**src/rtl/wsq_pkg.sv**
```systemverilog
package wsq_pkg;
    typedef enum logic [0:0] {
        DR_IDLE  = 1'b0,
        DR_WRITE = 1'b1
    } drain_state_e;

    function automatic int wrap_idx(input int base, input int step, input int depth);
        int s;
        s = base + step;
        if (s >= depth) s = s - depth;
        return s;
    endfunction
endpackage

```
**src/rtl/wsq_ring.sv**
```systemverilog
module wsq_ring #(
    parameter int DEPTH = 4,
    parameter int AW    = 32,
    parameter int DW    = 32,
    localparam int PW   = (DEPTH > 1) ? $clog2(DEPTH) : 1,
    localparam int CW   = $clog2(DEPTH + 1)
) (
    input  logic                clk,
    input  logic                rst_n,
    input  logic                push,
    input  logic                pop,
    input  logic [AW-1:0]       wr_addr,
    input  logic [DW-1:0]       wr_data,
    output logic [AW-1:0]       head_addr,
    output logic [DW-1:0]       head_data,
    output logic [CW-1:0]       count,
    output logic [PW-1:0]       rd_ptr,
    output logic [AW-1:0]       slot_addr [DEPTH],
    output logic [DW-1:0]       slot_data [DEPTH]
);
    localparam logic [CW-1:0] FULL_CNT = CW'(DEPTH);
    localparam logic [PW-1:0] LAST_PTR = PW'(DEPTH - 1);

    logic [PW-1:0] wr_ptr;

    function automatic logic [PW-1:0] bump(input logic [PW-1:0] p);
        return (p == LAST_PTR) ? '0 : p + PW'(1);
    endfunction

    always_ff @(posedge clk) begin
        if (!rst_n) begin
            wr_ptr <= '0;
            rd_ptr <= '0;
            count  <= '0;
        end else begin
            if (push) wr_ptr <= bump(wr_ptr);
            if (pop)  rd_ptr <= bump(rd_ptr);
            unique case ({push, pop})
                2'b10:   count <= count + CW'(1);
                2'b01:   count <= count - CW'(1);
                default: count <= count;
            endcase
        end
    end

    for (genvar g = 0; g < DEPTH; g++) begin : g_slot
        always_ff @(posedge clk) begin
            if (push && (wr_ptr == PW'(g))) begin
                slot_addr[g] <= wr_addr;
                slot_data[g] <= wr_data;
            end
        end
    end

    always_comb begin
        head_addr = slot_addr[rd_ptr];
        head_data = slot_data[rd_ptr];
    end

    p_no_overflow_r3: assert property (@(posedge clk) disable iff (!rst_n)
        push |-> ((count != FULL_CNT) || pop))
        else $error("push into full ring without pop");

    p_no_underflow_r5: assert property (@(posedge clk) disable iff (!rst_n)
        pop |-> (count != '0))
        else $error("pop from empty ring");

    p_count_balanced_r4: assert property (@(posedge clk) disable iff (!rst_n)
        (push && pop) |=> $stable(count))
        else $error("count moved on simultaneous push and pop");
endmodule

```
**src/rtl/wsq_match.sv**
```systemverilog
module wsq_match #(
    parameter int DEPTH = 4,
    parameter int AW    = 32,
    parameter int DW    = 32,
    localparam int PW   = (DEPTH > 1) ? $clog2(DEPTH) : 1,
    localparam int CW   = $clog2(DEPTH + 1)
) (
    input  logic          clk,
    input  logic          rst_n,
    input  logic          ld_valid,
    input  logic [AW-1:0] ld_addr,
    input  logic [PW-1:0] rd_ptr,
    input  logic [CW-1:0] count,
    input  logic [AW-1:0] slot_addr [DEPTH],
    input  logic [DW-1:0] slot_data [DEPTH],
    output logic          hit,
    output logic [DW-1:0] data
);
    import wsq_pkg::*;

    // Walk from oldest to youngest so that a later match overrides.
    always_comb begin
        hit  = 1'b0;
        data = '0;
        for (int k = 0; k < DEPTH; k++) begin
            int idx;
            idx = wrap_idx(int'(rd_ptr), k, DEPTH);
            if (ld_valid && (k < int'(count)) && (slot_addr[idx] == ld_addr)) begin
                hit  = 1'b1;
                data = slot_data[idx];
            end
        end
    end

    p_hit_needs_entry_r7: assert property (@(posedge clk) disable iff (!rst_n)
        hit |-> (count != '0))
        else $error("load hit with empty ring");

    p_no_hit_idle_r8: assert property (@(posedge clk) disable iff (!rst_n)
        !ld_valid |-> !hit)
        else $error("load hit without valid load");
endmodule

```
**src/rtl/wsq_drain.sv**
```systemverilog
module wsq_drain #(
    parameter int DEPTH = 4,
    localparam int CW   = $clog2(DEPTH + 1)
) (
    input  logic          clk,
    input  logic          rst_n,
    input  logic          push,
    input  logic          pop,
    input  logic [CW-1:0] count,
    output logic          mem_req,
    output logic          clean
);
    import wsq_pkg::*;

    drain_state_e state, state_nx;

    always_ff @(posedge clk) begin
        if (!rst_n) state <= DR_IDLE;
        else        state <= state_nx;
    end

    always_comb begin
        state_nx = state;
        unique case (state)
            DR_IDLE:  if (push) state_nx = DR_WRITE;
            DR_WRITE: if (pop && !push && (count == CW'(1))) state_nx = DR_IDLE;
            default:  state_nx = DR_IDLE;
        endcase
    end

    always_comb begin
        mem_req = 1'b0;
        clean   = 1'b1;
        unique case (state)
            DR_IDLE:  begin mem_req = 1'b0; clean = 1'b1; end
            DR_WRITE: begin mem_req = 1'b1; clean = 1'b0; end
            default:  begin mem_req = 1'b0; clean = 1'b1; end
        endcase
    end

    p_req_tracks_count_r5: assert property (@(posedge clk) disable iff (!rst_n)
        mem_req == (count != '0))
        else $error("request disagrees with ring occupancy");

    p_clean_no_req_r6: assert property (@(posedge clk) disable iff (!rst_n)
        clean |-> !mem_req)
        else $error("clean while request pending");
endmodule

```
**src/rtl/wt_store_queue.sv**
```systemverilog
module wt_store_queue #(
    parameter int DEPTH = 4,
    parameter int AW    = 32,
    parameter int DW    = 32
) (
    input  logic          clk,
    input  logic          rst_n,
    input  logic          st_valid,
    input  logic [AW-1:0] st_addr,
    input  logic [DW-1:0] st_data,
    output logic          st_ready,
    input  logic          ld_valid,
    input  logic [AW-1:0] ld_addr,
    output logic          ld_hit,
    output logic [DW-1:0] ld_data,
    output logic          mem_req,
    output logic [AW-1:0] mem_addr,
    output logic [DW-1:0] mem_data,
    input  logic          mem_ack,
    output logic          mem_clean
);
    localparam int PW = (DEPTH > 1) ? $clog2(DEPTH) : 1;
    localparam int CW = $clog2(DEPTH + 1);
    localparam logic [CW-1:0] FULL_CNT = CW'(DEPTH);

    logic          push, pop;
    logic [CW-1:0] count;
    logic [PW-1:0] rd_ptr;
    logic [AW-1:0] slot_addr [DEPTH];
    logic [DW-1:0] slot_data [DEPTH];

    assign pop      = mem_req && mem_ack;
    assign st_ready = (count != FULL_CNT) || pop;
    assign push     = st_valid && st_ready;

    wsq_ring #(.DEPTH(DEPTH), .AW(AW), .DW(DW)) u_ring (
        .clk(clk), .rst_n(rst_n), .push(push), .pop(pop),
        .wr_addr(st_addr), .wr_data(st_data),
        .head_addr(mem_addr), .head_data(mem_data),
        .count(count), .rd_ptr(rd_ptr),
        .slot_addr(slot_addr), .slot_data(slot_data)
    );

    wsq_match #(.DEPTH(DEPTH), .AW(AW), .DW(DW)) u_match (
        .clk(clk), .rst_n(rst_n), .ld_valid(ld_valid), .ld_addr(ld_addr),
        .rd_ptr(rd_ptr), .count(count),
        .slot_addr(slot_addr), .slot_data(slot_data),
        .hit(ld_hit), .data(ld_data)
    );

    wsq_drain #(.DEPTH(DEPTH)) u_drain (
        .clk(clk), .rst_n(rst_n), .push(push), .pop(pop), .count(count),
        .mem_req(mem_req), .clean(mem_clean)
    );

    p_full_stall_r3: assert property (@(posedge clk) disable iff (!rst_n)
        ((count == FULL_CNT) && !mem_ack) |-> !st_ready)
        else $error("store port ready while full");

    p_head_held_r5: assert property (@(posedge clk) disable iff (!rst_n)
        (mem_req && !mem_ack) |=> (mem_req && $stable(mem_addr) && $stable(mem_data)))
        else $error("head changed without acknowledge");

    p_ready_not_full_r2: assert property (@(posedge clk) disable iff (!rst_n)
        (count != FULL_CNT) |-> st_ready)
        else $error("store port stalled below full");
endmodule

```
**config.mk**
```make
export PLATFORM = sky130hd
export DESIGN_NAME = wt_store_queue
export DESIGN_NICKNAME = d
export VERILOG_FILES = /design/src/rtl/wsq_pkg.sv /design/src/rtl/wsq_ring.sv /design/src/rtl/wsq_match.sv /design/src/rtl/wsq_drain.sv /design/src/rtl/wt_store_queue.sv
export SDC_FILE = /design/constraint.sdc
export NUM_CORES = 1
export LEC_CHECK = 0
export BUFFER_PORTS_ARGS = -buffer_cell sky130_fd_sc_hd__buf_4
export CORE_ASPECT_RATIO = 1.1
export CORE_MARGIN = 8
export CORE_UTILIZATION = 37
export DETAILED_ROUTE_END_ITERATION = 8
export GPL_TIMING_DRIVEN = 0
export HOLD_SLACK_MARGIN = 0.05
export REMOVE_ABC_BUFFERS = 1
export SLEW_MARGIN = 40
export SYNTH_ARGS = -nofsm -noshare
export SYNTH_HDL_FRONTEND = slang
export SYNTH_HIERARCHICAL = 1
export SYNTH_SLANG_ARGS = --single-unit
```
**constraint.sdc**
```tcl
create_clock -name clk -period 12.75 [get_ports clk]
set_input_delay 3.1875 -clock clk [delete_from_list [all_inputs] [get_ports clk]]
set_output_delay 3.1875 -clock clk [all_outputs]
set_load 0.005 [all_outputs]
```
==> impl_results.md <==
- WL final: 56.9 mm
- Port bufs: 200
- Hold endpoint: u_drain/state
- Worst setup SP type: input port
- Power Dens Cells: 114 nW/µm²
- Reg-to-reg slack, setup: 10170 ps
- Num rows: 87
- Post-CTS Hold Buffers: 0
- Post-synth ARST share: 0%
- CP Capture Type: output pin
- Max_slew headroom: 44.8%
- Hold Path Class: reg -> reg
- Avg Inst Size Synth: 13.9 µm²
- Share of cells above drive strength 1: 36.9%
- Hpwl dp: 40.3 mm
- HP Start: u_drain/state
- Crit path max-delay cell type: o21ai_4
- Num CTS Buffers: 34
- Synth Register Bits: 264
- Placed Cells: 2139
- Clk buf depth: 3
- Max-slew violation count: 0
- Mapped Cells: 1371
- First-pass iteration count of the detailed router: 5
- RR Endpoint: u_ring/count[2]
- Final hold vios: 0
- Drt wl/cell: 25.8 µm
- Post-CTS sizing: 0
- Final instance area: 22500 µm²
- Final Setup Violations: 0
- Top FF cell, synth: edfxtp_1
- DRT iter0 DRCs: 991
- Critical Path Most Common Cell: buf_4
- Sequential area share after synthesis: 41.2%
- CTS tree: built
- Antenna-violating nets left: 0
- Synthesis-to-layout area growth: 18.1%
- CP Max Fanout: 31
- First-pass GRT wire length: 84.0 mm
- Worst Tran Pin Value: 828 ps
- Die Span X: 232 µm
- Global Route Usage Sum: 18.7%
- GPL Wtd Cong: 0.829
- I/O pin count: 201
- Postcts setup bufs: 0
- # fillers: 4583
- Initial antenna violation count: 6
- Fin cells: 2203
- Post-synth cell types: 81
- LEAKAGE: 0.00699 µW
- Reg2Reg Launch Point: u_ring/count[1]
- Met3 usage: 4.70%
- Reg clk slew, reported paths: 50 ps
- CP Data Required Time: 9560 ps
- Critical path class: in -> out
- GRT met2 Usage: 32.0%
- Skew-Pair Late Insertion Delay: 540 ps
- Fin Setup TNS: 0 ps
- CP peak stage delay: 590 ps
- Grt met1 use: 22.8%
- Clock Skews: 16.4 ps
- Crit path cell chain: buf_4 -> xnor2_1 -> o211ai_1 -> nor4_4 -> nand2_4 -> o21ai_4 -> buf_16 -> buf_8 -> nor2_1 -> o41ai_2 -> buf_4
- Arrival time at the worst endpoint: 6770 ps
- Run status: finished clean
- Initial core utilization: 37.3%
- Via count: 13200
- CTS H-tree depth: 2
- Die area: 59000 µm²
- Die H: 254 µm
- Peak VDD IR: 0.0000943 V
- Final Cycle Share: 78.1%
- Largest net degree at the start of global routing: 43
- Root Buffer Master: clkbuf_16
- DRC: 0
- Total grt overflow: 0
- Max-cap violation count: 0
- Post-synth EDFFs: 256
- Fin crit period: 9950 ps
- Register-to-Register Path Depth: 8
- Vias per Instance: 6.00
- Fin nets: 1616
- Clock sink count: 264
- Vias in the first global route: 13500
- Max Clk Rate: 100 MHz
- RSZ-0062 raised after global routing: false
- Ys Warns: 6
- Area of the core: 51100 µm²
- Top Usage Layer GRT: met2
- Placed Area: 21400 µm²
- Cell Area, Synth: 19000 µm²
- Hold depth: 2
-- where the power goes --
part | internal, µW | switching [µW]
registers | 1000 | 41.7
logic | 283 | 269
clock network | 583 | 378
-- per-stage QoR --
step                      setup WS, ps  util [%]  power (µW)  hold WS [ps]
after detailed placement          2790      41.8        1620           503
after floorplan                  -4540         -        1450           488
after global routing              2750      44.0        2660           549
final                             2800      44.0        2560           507
after CTS                         2780      44.0        2590           511
after global placement          -12250      40.2        1690           493
-- worst max-delay path, delay by kind of cell --
family,cells,cell delay [ps]
buf+inv,4,710
compound gates,3,1320
simple gates,3,1110
xor+xnor,1,400
-- synthesized netlist by cell type (17+ instances only) --
| library cell | count | area share, % |
|---|---|---|
| edfxtp_1 | 256 | 40 |
| mux4_2 | 178 | 21 |
| mux2i_1 | 165 | 8.7 |
| xnor2_1 | 106 | 4.9 |
| nor2_1 | 64 | 1.3 |
| nand2b_1 | 60 | 2.0 |
| mux2_2 | 49 | 2.9 |
| clkbuf_1 | 47 | 0.93 |
| o31ai_1 | 43 | 1.7 |
| buf_2 | 42 | 1.1 |
| nor3_1 | 37 | 0.97 |
| a31oi_1 | 33 | 1.1 |
| buf_6 | 23 | 1.4 |
| o41ai_2 | 19 | 1.6 |
| nand2_1 | 17 | 0.34 |
| nand4_1 | 17 | 0.56 |
-- kinds of logic (layout without fill, tap and decap cells) --
group | count (synthesis) | count (layout) | share of synthesized area, %
buffers and inverters | 147 | 309 | 4.63
DFF | 264 | 264 | 41.2
muxes | 395 | 395 | 32.9
adders and majority gates | 7 | 7 | 0.500
AOI/OAI and AO/OA | 184 | 184 | 8.00
other | 0 | 3 | 0
and+or+nand+nor | 259 | 259 | 7.49
xor gates and xnor gates | 115 | 115 | 5.29
-- cell usage in the layout, fill, tap and decap left out, drive strengths merged, types with 19 or more instances in the layout --
master	count
xnor2	106
buf	238
edfxtp	256
nor2	65
mux2i	166
nor3	37
mux2	51
nand2b	60
clkbuf	38
o31ai	43
mux4	178
o41ai	19
a31oi	33
-- state kept, by name, indices dropped and copies added (netlist names) --
| name | flops |
|---|---|
| u_ring/rd_ptr | 2 |
| u_ring/count | 3 |
| u_drain/state | 1 |
| u_ring/wr_ptr | 2 |
| u_ring/slot_addr | 128 |
| u_ring/slot_data | 128 |
-- cell type report --
class	instances	area [µm²]	share of cell area (%)
timing repair buffer	238	2240	9.98
antenna	3	7.51	0.0334
sequential	264	7860	34.9
inverter	10	45.0	0.200
multi-input combinational	960	10400	46.2
tap	667	835	3.71
clock inverter	23	185	0.824
clock buffer	38	930	4.14
-- per-layer routing --
layer / vias up / wire length (µm)
met5: - / 22
met2: 490 / 28400
met3: 114 / 4300
li1: 5827 / -
met1: 6784 / 22300
met4: 4 / 1920
-- how the worst max path moves through the flow --
stage / start / endpoint / slack (ps) / cells after the start
finish: ld_addr[8] / ld_data[17] / 2800 / 11
detailed placement: ld_addr[8] / ld_data[17] / 2790 / 11
floorplan: u_ring/rd_ptr[1] / ld_data[10] / -4540 / 8
global route: ld_valid / ld_data[3] / 2750 / 12
global placement: u_ring/rd_ptr[0] / ld_data[3] / -12250 / 9
CTS: ld_addr[8] / ld_data[17] / 2780 / 11
Note: power is estimated with default switching activity, not from simulation.
